File: config.mk
export PLATFORM = sky130hd
export DESIGN_NAME = task_seg_validator
export DESIGN_NICKNAME = d
export VERILOG_FILES = /design/src/rtl/tsv_pkg.sv /design/src/rtl/tsv_pick.sv /design/src/rtl/tsv_rule.sv /design/src/rtl/task_seg_validator.sv
export SDC_FILE = /design/constraint.sdc
export NUM_CORES = 1
export LEC_CHECK = 0
export CAP_MARGIN = 20
export CORE_MARGIN = 8
export CORE_UTILIZATION = 35
export DETAILED_ROUTE_END_ITERATION = 8
export PLACE_DENSITY_LB_ADDON = 0.1
export SYNTH_ARGS = -nofsm -noshare
export SYNTH_HDL_FRONTEND = slang
export SYNTH_SLANG_ARGS = --single-unit
File: constraint.sdc
create_clock -name clk -period 4.5 [get_ports clk]
set_input_delay 0.9 -clock clk [delete_from_list [all_inputs] [get_ports clk]]
set_output_delay 0.9 -clock clk [all_outputs]
set_load 0.005 [all_outputs]
File: src/rtl/tsv_pkg.sv
package tsv_pkg;
    localparam int NSEG   = 7;
    localparam int SEL_W  = 16;
    localparam int TYPE_W = 4;
    localparam int DPL_W  = 2;
    localparam int IDX_W  = $clog2(NSEG);

    localparam int SLOT_TABLE = 0;
    localparam int SLOT_CODE  = 1;
    localparam int SLOT_STACK = 2;

    localparam logic [SEL_W-1:0] CODE_MASK = 16'hFFFC;

    typedef enum logic [1:0] {
        FK_NONE   = 2'd0,
        FK_TASK   = 2'd1,
        FK_ABSENT = 2'd2,
        FK_STACK  = 2'd3
    } fault_e;

    typedef struct packed {
        logic [SEL_W-1:0]  sel;
        logic              fetch_ok;
        logic              dvalid;
        logic              code_data;
        logic              present;
        logic [TYPE_W-1:0] typ;
        logic [DPL_W-1:0]  dpl;
    } seg_entry_t;
endpackage

File: src/rtl/tsv_pick.sv
module tsv_pick
    import tsv_pkg::*;
(
    input  logic [NSEG*SEL_W-1:0]  sel_i,
    input  logic [NSEG-1:0]        fetch_ok_i,
    input  logic [NSEG-1:0]        dvalid_i,
    input  logic [NSEG-1:0]        code_data_i,
    input  logic [NSEG*TYPE_W-1:0] type_i,
    input  logic [NSEG*DPL_W-1:0]  dpl_i,
    input  logic [NSEG-1:0]        present_i,
    input  logic [IDX_W-1:0]       idx_i,
    output seg_entry_t             entry_o
);
    seg_entry_t slots [NSEG];

    for (genvar k = 0; k < NSEG; k++) begin : g_slot
        assign slots[k].sel       = sel_i[k*SEL_W +: SEL_W];
        assign slots[k].fetch_ok  = fetch_ok_i[k];
        assign slots[k].dvalid    = dvalid_i[k];
        assign slots[k].code_data = code_data_i[k];
        assign slots[k].present   = present_i[k];
        assign slots[k].typ       = type_i[k*TYPE_W +: TYPE_W];
        assign slots[k].dpl       = dpl_i[k*DPL_W +: DPL_W];
    end

    always_comb begin
        entry_o = slots[0];
        for (int k = 1; k < NSEG; k++) begin
            if (idx_i == IDX_W'(k)) entry_o = slots[k];
        end
    end
endmodule

File: src/rtl/tsv_rule.sv
module tsv_rule
    import tsv_pkg::*;
(
    input  logic [IDX_W-1:0] idx_i,
    input  seg_entry_t       entry_i,
    input  logic [DPL_W-1:0] code_rpl_i,
    input  logic             table_lim_ok_i,
    output fault_e           kind_o,
    output logic             is_null_o
);
    logic [DPL_W-1:0] rpl;
    logic             exec_b, conf_b, rw_b;

    assign rpl       = entry_i.sel[DPL_W-1:0];
    assign exec_b    = entry_i.typ[3];
    assign conf_b    = entry_i.typ[2];
    assign rw_b      = entry_i.typ[1];
    assign is_null_o = (entry_i.sel & CODE_MASK) == '0;

    always_comb begin
        kind_o = FK_NONE;
        if (idx_i == IDX_W'(SLOT_TABLE)) begin
            if (entry_i.sel[2])
                kind_o = FK_TASK;
            else if (is_null_o)
                kind_o = FK_NONE;
            else if (!entry_i.fetch_ok || !entry_i.dvalid || entry_i.code_data ||
                     entry_i.typ != TYPE_W'(2) || !table_lim_ok_i || !entry_i.present)
                kind_o = FK_TASK;
        end else if (is_null_o) begin
            if (idx_i == IDX_W'(SLOT_CODE) || idx_i == IDX_W'(SLOT_STACK))
                kind_o = FK_TASK;
        end else if (!entry_i.fetch_ok) begin
            kind_o = FK_TASK;
        end else if (idx_i == IDX_W'(SLOT_CODE)) begin
            if (!entry_i.dvalid || !entry_i.code_data || !exec_b)
                kind_o = FK_TASK;
            else if (!conf_b && entry_i.dpl != rpl)
                kind_o = FK_TASK;
            else if (conf_b && entry_i.dpl > rpl)
                kind_o = FK_TASK;
            else if (!entry_i.present)
                kind_o = FK_ABSENT;
        end else if (idx_i == IDX_W'(SLOT_STACK)) begin
            if (!entry_i.dvalid || !entry_i.code_data || exec_b || !rw_b)
                kind_o = FK_TASK;
            else if (!entry_i.present)
                kind_o = FK_STACK;
            else if (entry_i.dpl != code_rpl_i || entry_i.dpl != rpl)
                kind_o = FK_TASK;
        end else begin
            if (!entry_i.dvalid || !entry_i.code_data || (exec_b && !rw_b))
                kind_o = FK_TASK;
            else if (!(exec_b && conf_b) &&
                     (entry_i.dpl < code_rpl_i || entry_i.dpl < rpl))
                kind_o = FK_TASK;
            else if (!entry_i.present)
                kind_o = FK_ABSENT;
        end
    end
endmodule

File: src/rtl/task_seg_validator.sv
module task_seg_validator
    import tsv_pkg::*;
#(
    parameter int LIM_W         = 20,
    parameter int MIN_TABLE_LIM = 7
) (
    input  logic                   clk,
    input  logic                   rst_n,
    input  logic                   start_i,
    input  logic [NSEG*SEL_W-1:0]  sel_i,
    input  logic [NSEG-1:0]        fetch_ok_i,
    input  logic [NSEG-1:0]        dvalid_i,
    input  logic [NSEG-1:0]        code_data_i,
    input  logic [NSEG*TYPE_W-1:0] type_i,
    input  logic [NSEG*DPL_W-1:0]  dpl_i,
    input  logic [NSEG-1:0]        present_i,
    input  logic [LIM_W-1:0]       ldt_limit_i,
    output logic                   done_o,
    output logic [1:0]             fault_o,
    output logic [SEL_W-1:0]       err_code_o,
    output logic [NSEG-1:0]        cache_ok_o
);
    localparam logic [IDX_W-1:0] LAST_IDX = IDX_W'(NSEG - 1);

    typedef struct packed {
        logic             busy;
        logic [IDX_W-1:0] idx;
        logic             done;
        fault_e           fault;
        logic [SEL_W-1:0] err;
        logic [NSEG-1:0]  cache;
    } state_t;

    state_t     st_d, st_q;
    seg_entry_t cur_entry;
    fault_e     cur_kind;
    logic       cur_null;
    logic       lim_ok;
    logic       run_w;

    assign lim_ok = ldt_limit_i >= LIM_W'(MIN_TABLE_LIM);
    assign run_w  = st_q.busy;

    tsv_pick u_pick (
        .sel_i       (sel_i),
        .fetch_ok_i  (fetch_ok_i),
        .dvalid_i    (dvalid_i),
        .code_data_i (code_data_i),
        .type_i      (type_i),
        .dpl_i       (dpl_i),
        .present_i   (present_i),
        .idx_i       (st_q.idx),
        .entry_o     (cur_entry)
    );

    tsv_rule u_rule (
        .idx_i          (st_q.idx),
        .entry_i        (cur_entry),
        .code_rpl_i     (sel_i[SLOT_CODE*SEL_W +: DPL_W]),
        .table_lim_ok_i (lim_ok),
        .kind_o         (cur_kind),
        .is_null_o      (cur_null)
    );

    always_comb begin
        st_d      = st_q;
        st_d.done = 1'b0;
        if (!st_q.busy) begin
            if (start_i) begin
                st_d.busy  = 1'b1;
                st_d.idx   = '0;
                st_d.fault = FK_NONE;
                st_d.err   = '0;
                st_d.cache = '0;
            end
        end else if (cur_kind != FK_NONE) begin
            st_d.busy  = 1'b0;
            st_d.done  = 1'b1;
            st_d.fault = cur_kind;
            st_d.err   = cur_entry.sel & CODE_MASK;
        end else begin
            if (!cur_null) st_d.cache[st_q.idx] = 1'b1;
            if (st_q.idx == LAST_IDX) begin
                st_d.busy = 1'b0;
                st_d.done = 1'b1;
            end else begin
                st_d.idx = st_q.idx + 1'b1;
            end
        end
    end

    always_ff @(posedge clk) begin
        if (!rst_n) begin
            st_q <= '{busy: 1'b0, idx: '0, done: 1'b0, fault: FK_NONE,
                      err: '0, cache: '0};
        end else begin
            st_q <= st_d;
        end
    end

    assign done_o     = st_q.done;
    assign fault_o    = st_q.fault;
    assign err_code_o = st_q.err;
    assign cache_ok_o = st_q.cache;
endmodule

# Word level (Yosys, flattened, before mapping)
# Index checks and enable logic that the tools add are counted.
# classes
addsub	1
n_lt_le_gt_ge	6
eq_ne	13
mux	39
n_bitwise	1
n_reduce_logical	36
# op_table
operator	count
$mux W26	6
$mux W25	2
$mux W2	15
$ge A20 B3 Y1 const B	1
$mux W18	1
$logic_not A16 Y1	1
$mux W7	2
$logic_or A1 B1 Y1	13
$eq A3 B3 Y1 const B	3
$logic_not A1 Y1	9
$mux W1	8
$mux W4	2
$or A7 B7 Y7	1
$eq A3 B2 Y1 const B	2
$logic_and A1 B1 Y1	6
$mux W3	2
$ne A2 B2 Y1 const B	3
$reduce_and A3 Y1	2
$lt A2 B2 Y1	2
$lt A3 B4 Y1 const B	1
$ne A2 B2 Y1	2
$ne A4 B2 Y1 const B	1
$reduce_and A2 Y1	2
$reduce_bool A2 Y1	2
other kinds (7)	7
# totals
regBits	30
in_bits	205
wordCells	102

# Depth between registers and ports, before layout
# depth
ltp_word	20
depth_mapped	25
mapped_depth_nobuf	20

# Modules after synthesis
# Synthesis repeated with hierarchy kept, for this count alone.
# hier_totals
hier_cells	416
area_unflattened_um2	3419.5
# by_module_without_submodules
mod	instances	cells_per_inst	area_per_inst_um2	seq_area_each_um2
tsv_pick	1	247	1838.0	0.0
task_seg_validator	1	124	1278.7	560.5
tsv_rule	1	45	302.8	0.0

# Worst setup path after synthesis
# OpenSTA, ideal clock, no wires.
# synth_path
path_kind	reg-to-reg
startpoint	reg st_q[28] in the netlist's numbering
endpoint	reg st_q (netlist bit err_code_o[10])
setup_time_ps	115
arrival_ps	4333
slack_ps	52
stages_incl_launch_ff	24
period_less_slack_ps	4448
cell_sequence	dfxtp_1 > buf_2 > inv_1 > clkbuf_1 > ha_1 > clkbuf_1 > buf_2 > buf_2 > buf_1 > nand2_1 > o211ai_1 > o21ai_0 > nor2_1 > a21oi_1 > a21oi_1 > ha_1 > a21oi_1 > nand3_1 > a211oi_1 > o211a_1 > nand4_1 > a31oi_4 > buf_6 > o2bb2ai_2
# synth_between
elab_chain_len	20
# synth_rtl
item	line_no	text
start: declaration	task_seg_validator.sv:34	state_t st_d, st_q;
start signal: assignment	task_seg_validator.sv:94	st_q <= '{busy: 1'b0, idx: '0, done: 1'b0, fault: FK_NONE,
start signal: assignment	task_seg_validator.sv:97	st_q <= st_d;
$eq A3 B1 Y1	tsv_pick.sv:29, tsv_rule.sv:31, tsv_rule.sv:35	
$mux W26 (6 in series)	tsv_pick.sv:29	if (idx_i == IDX_W'(k)) entry_o = slots[k];
$lt A2 B2 Y1, or another cell as far along	tsv_rule.sv:55	(entry_i.dpl < code_rpl_i || entry_i.dpl < rpl))
$logic_or A1 B1 Y1, or another cell as far along	tsv_rule.sv:55	
$logic_and A1 B1 Y1, or another cell as far along	tsv_rule.sv:54	else if (!(exec_b && conf_b) &&
$mux W2, or another cell as far along	tsv_rule.sv:54	
$mux W2, or another cell as far along	tsv_rule.sv:52	if (!entry_i.dvalid || !entry_i.code_data || (exec_b && !rw_b))
$mux W2 / $logic_or A1 B1 Y1 (equally long branches)	tsv_rule.sv:44, tsv_rule.sv:28	
$mux W2 / $mux W1 (equally long branches)	tsv_rule.sv:35, tsv_rule.sv:27	
$mux W2 (on tied branches)	tsv_rule.sv:33, tsv_rule.sv:25	
$mux W2 (on tied branches)	tsv_rule.sv:30, tsv_rule.sv:23	
$mux W2	tsv_rule.sv:22	if (idx_i == IDX_W'(SLOT_TABLE)) begin
$reduce_bool A2 Y1	task_seg_validator.sv:76	end else if (cur_kind != FK_NONE) begin
$ne A2 B1 Y1 (no line)	--	
$reduce_and A2 Y1 (no line)	--	
# Parallel ways exist; a longest one is shown, timed or not. The select of a mux whose other input is x is not followed.
# A chain may end at the register's enable or synchronous reset.

# Final worst setup path
# layout_path
startpoint	reg st_q[27] in the netlist's numbering
endpoint	reg st_q (netlist bit done_o)
# layout_between
elab_chain_len	19
# layout_rtl
item	line_no
$eq A3 B1 Y1	tsv_pick.sv:29, tsv_rule.sv:31, tsv_rule.sv:35
$mux W26 (6 in series)	tsv_pick.sv:29
$lt A2 B2 Y1, or another cell as far along	tsv_rule.sv:55
$logic_or A1 B1 Y1, or another cell as far along	tsv_rule.sv:55
$logic_and A1 B1 Y1, or another cell as far along	tsv_rule.sv:54
$mux W2, or another cell as far along	tsv_rule.sv:54
$mux W2, or another cell as far along	tsv_rule.sv:52
$mux W2 / $logic_or A1 B1 Y1 (equally long branches)	tsv_rule.sv:44, tsv_rule.sv:28
$mux W2 / $mux W1 (equally long branches)	tsv_rule.sv:35, tsv_rule.sv:27
$mux W2 (on tied branches)	tsv_rule.sv:33, tsv_rule.sv:25
$mux W2 (on tied branches)	tsv_rule.sv:30, tsv_rule.sv:23
$mux W2	tsv_rule.sv:22
$reduce_bool A2 Y1	task_seg_validator.sv:76
$mux W1 (*)	task_seg_validator.sv:76
# Every way passes the cells marked *; elsewhere a longest branch is shown, timed or not.

==> out/results.tsv <==
metric	value	unit
p_comb_share	42.6	%
fin_crit	4.21	ns
wl_per_cell	20.8	um
cp-endpoint	done_o	
p_seq_share	38.1	%
pwr-share-clk	19.3	%
required	4.66	ns
setup_tns	0	ns
reg2reg_slack	0.29	ns
drt_iter0_drc	432	
tightest_slew	0.817	ns
crit_path_cell_trace	ha_2 -> buf_12 -> o21bai_2 -> buf_4 -> a221o_1 -> a222oi_1 -> o2111ai_1 -> a221o_1 -> or3_1 -> a2bb2oi_2 -> nand3_4 -> o21a_1	
vias	5101	
worst-path-buf-inv	2	
clkTransAtPathRegs	0.09	ns
synthMuxAreaShare	2.06	%
rr_worst_depth	12	
worst_ir_drop_vdd	126	uV
synth_seq_cells	28	
crit_path_max_fanout	73	
clock-sinks	28	
slowest_stage	or3_1	
grt.total_usage	24.1	%
slew-limit-headroom	45.5	%
area_delta_synth_final	60.0	%
synth_top_family_by_area	compound AO/OA/AOI/OAI gates	
cp_top_family	compound AO/OA/AOI/OAI gates	
initial_core_util	35.8	%
setup_viol	0	
yosys_warnings	0	
postSynth.asyncResetShare	0	%
crit_type	reg -> reg	
intPower	0.513	mW
synth_xor_area_share	0	%
crit_path_end_kind	register	
synthAdderAreaFrac	2.90	%
maxCapViolations	0	
yosys_most_used_dff	dfxtp_1	
max_stage_delay	0.56	ns
cts_buffer_depth	2	
die_area	0.0147	sq mm
first_global_vias	5350	
port_buffers	228	
dpl.hpwl	15.2	mm
netlist_instances	559	
clockRootBuffer	clkbuf_8	
ys_types	67	
fin_crit_sh	93.5	%
rsz0062_at_grt	no	
layout.nets	960	
synth_top_area_share	14.4	%
wl_met1	7.37	mm
worst_slack	0.291	ns
vias_per_cell	5.73	
leakage	2.27	nW
status	complete, no violations	
clock_latency	0.27	ns
seqCellArea	562	sq um
tritoncts	yes	
row_count	38	
hold_viol_final	0	
crit_path_start	st_q[27]	
path_common_cell	a221o_1	
drt_pre_antenna_iters	5	
dp_slack	0.132	ns
drc_errors	0	
core-area	0.0108	sq mm
switching_share	23.8	%
drv_slew	0	
grt_overflow	0	
ant_nets	0	
antenna_found_initial	8	
drive_gt1_share	6.85	%
synth_edf_count	0	
die_w	121	um
postSynthAreaPerCell	6.94	sq um
grt_pass1_wl	28.3	mm
wl_met2	8.73	mm
yosys.area_share.simple	28.4	%
cp.depth	12	
die_h	121	um
place_congestion	0.877	
hold_path.class	reg -> reg	
routed_wl	18.5	mm
r2r_end	done_o	
synth_compound_gate_area_share	39.5	%
htreeDepth	1	
ys_seq_area_share	14.4	%
netlist.top_cell.by_area	dfxtp_1	
synth_area	0.00388	sq mm
fillCellCount	1046	
design.portCount	231	
cp.arrival	4.37	ns
p_sw	0.161	mW
fmax	0.238	GHz
route.met3.wl	1.54	mm
hp-start	err_code_o[9]	
multi_input_area	0.00284	sq mm
worst_clock_skew	0.00935	ns
synth.area.top_cells	dfxtp_1, nand2_1, a21oi_1	
cts_made_buffers	3	
power.density	109	mW/mm^2
worstSetupStartpointType	register	
rr_startpoint	st_q[27]	
highest_layer	met5	
grt_start_max_net_pins	74	
[cells in the mapped netlist (3+ instances only)]
| library cell | instances |
|---|---|
| o32ai_1 | 7 |
| o2bb2ai_1 | 6 |
| nor3_1 | 9 |
| nand4_1 | 5 |
| a21o_1 | 9 |
| o2bb2ai_2 | 10 |
| or3_1 | 4 |
| a211oi_1 | 6 |
| nand3_1 | 11 |
| o21a_1 | 6 |
| nand2_1 | 70 |
| inv_1 | 22 |
| buf_6 | 4 |
| and3b_1 | 4 |
| buf_4 | 25 |
| o21ai_0 | 40 |
| a221oi_1 | 6 |
| o211ai_1 | 9 |
| nor2_1 | 39 |
| a22o_1 | 5 |
| nor3b_1 | 16 |
| a32oi_1 | 4 |
| a22oi_1 | 9 |
| o311a_1 | 3 |
| nor2b_1 | 23 |
| clkbuf_1 | 22 |
| nor4_1 | 7 |
| dfxtp_1 | 28 |
| nand2b_1 | 9 |
| mux2i_1 | 8 |
| ha_1 | 9 |
| a221o_1 | 3 |
| o311ai_0 | 3 |
| buf_1 | 6 |
| o221ai_1 | 7 |
| a222oi_1 | 3 |
| buf_2 | 14 |
| a21oi_1 | 44 |
| and2_1 | 7 |
[stage by stage]
stage	instances	hold slack, ns	power (mW)	util [%]	cell area, sq um
floorplan	560	0.426	0.340	-	3880
detailed placement	880	0.442	0.548	56.6	6140
finish	891	0.453	0.674	57.3	6210
global placement	880	0.442	0.546	56.6	6140
global route	891	0.467	0.713	57.3	6210
CTS	883	0.454	0.679	57.0	6180
[kinds of logic (layout without fill, tap and decap cells)]
| family | after synthesis | in the layout |
|---|---|---|
| fa+ha+maj | 9 | 9 |
| other cells | 1 | 9 |
| flops | 28 | 28 |
| compound gates | 206 | 206 |
| buf+inv | 93 | 277 |
| mux | 8 | 8 |
| simple gates | 214 | 214 |
[flip-flops by register name (all words and copies together) (netlist names)]
| name | flops |
|---|---|
| cache_ok_o | 7 |
| done_o | 1 |
| err_code_o | 14 |
| fault_o | 2 |
| run_w | 1 |
| st_q | 3 |
[layout make-up]
class / instances / area share [%]
Antenna cell: 7 / 0.282
Clock buffer: 3 / 0.665
Inverter: 22 / 1.33
Multi-Input combinational cell: 439 / 45.8
Sequential cell: 28 / 9.05
Tap cell: 140 / 2.82
Timing Repair Buffer: 252 / 40.1
[metal layers]
layer | GRT usage, % | vias up
met5 | 0 | -
met4 | 12.8 | 2
met3 | 6.51 | 46
met2 | 40.9 | 257
met1 | 27.1 | 2367
li1 | - | 2429
[placed cells by master, fill, tap and decap left out, types with 9 or more instances in the layout]
cell type / instances
nand2b_1: 9
o2bb2ai_2: 10
clkdlybuf4s50_1: 228
buf_4: 22
nor3b_1: 16
nand3_1: 11
nor2b_1: 22
o211ai_1: 9
a21oi_1: 44
nand2_1: 70
inv_1: 22
nor2_1: 39
nor3_1: 9
o21ai_0: 40
a22oi_1: 9
dfxtp_1: 27
a21o_1: 9
[power groups by stage]
stage	sequential [mW]	clock [mW]	combinational, mW
5_1_grt	0.258	0.148	0.307
4_1_cts	0.257	0.134	0.287
3_3_place_gp	0.263	0	0.283
3_5_place_dp	0.263	0	0.285
2_1_floorplan	0.262	0	0.0787
6_report	0.257	0.130	0.287
[tightest hold or removal path, stage by stage, from the launching register on]
cell and delay [ns]:
dfxtp_1 0.32, nand2_1 0.05, o2bb2ai_1 0.05
[what timing repair did]
item | in CTS | in global routing
endpoints found under the setup margin | 0 | 21
hold buffers | 0 | 0
resized for setup | 0 | 2
hold endpoints to repair | 0 | 0
buffers inserted | 0 | 1
[worst min path at each step]
stage                         end  slack, ns  cells past startpoint
detailed placement  err_code_o[9]       0.44                      2
CTS                 err_code_o[9]       0.45                      2
global placement    err_code_o[9]       0.44                      2
floorplan           cache_ok_o[0]       0.43                      2
finish              err_code_o[9]       0.45                      2
global route        err_code_o[9]       0.47                      2
(Power assumes the default switching activity.)
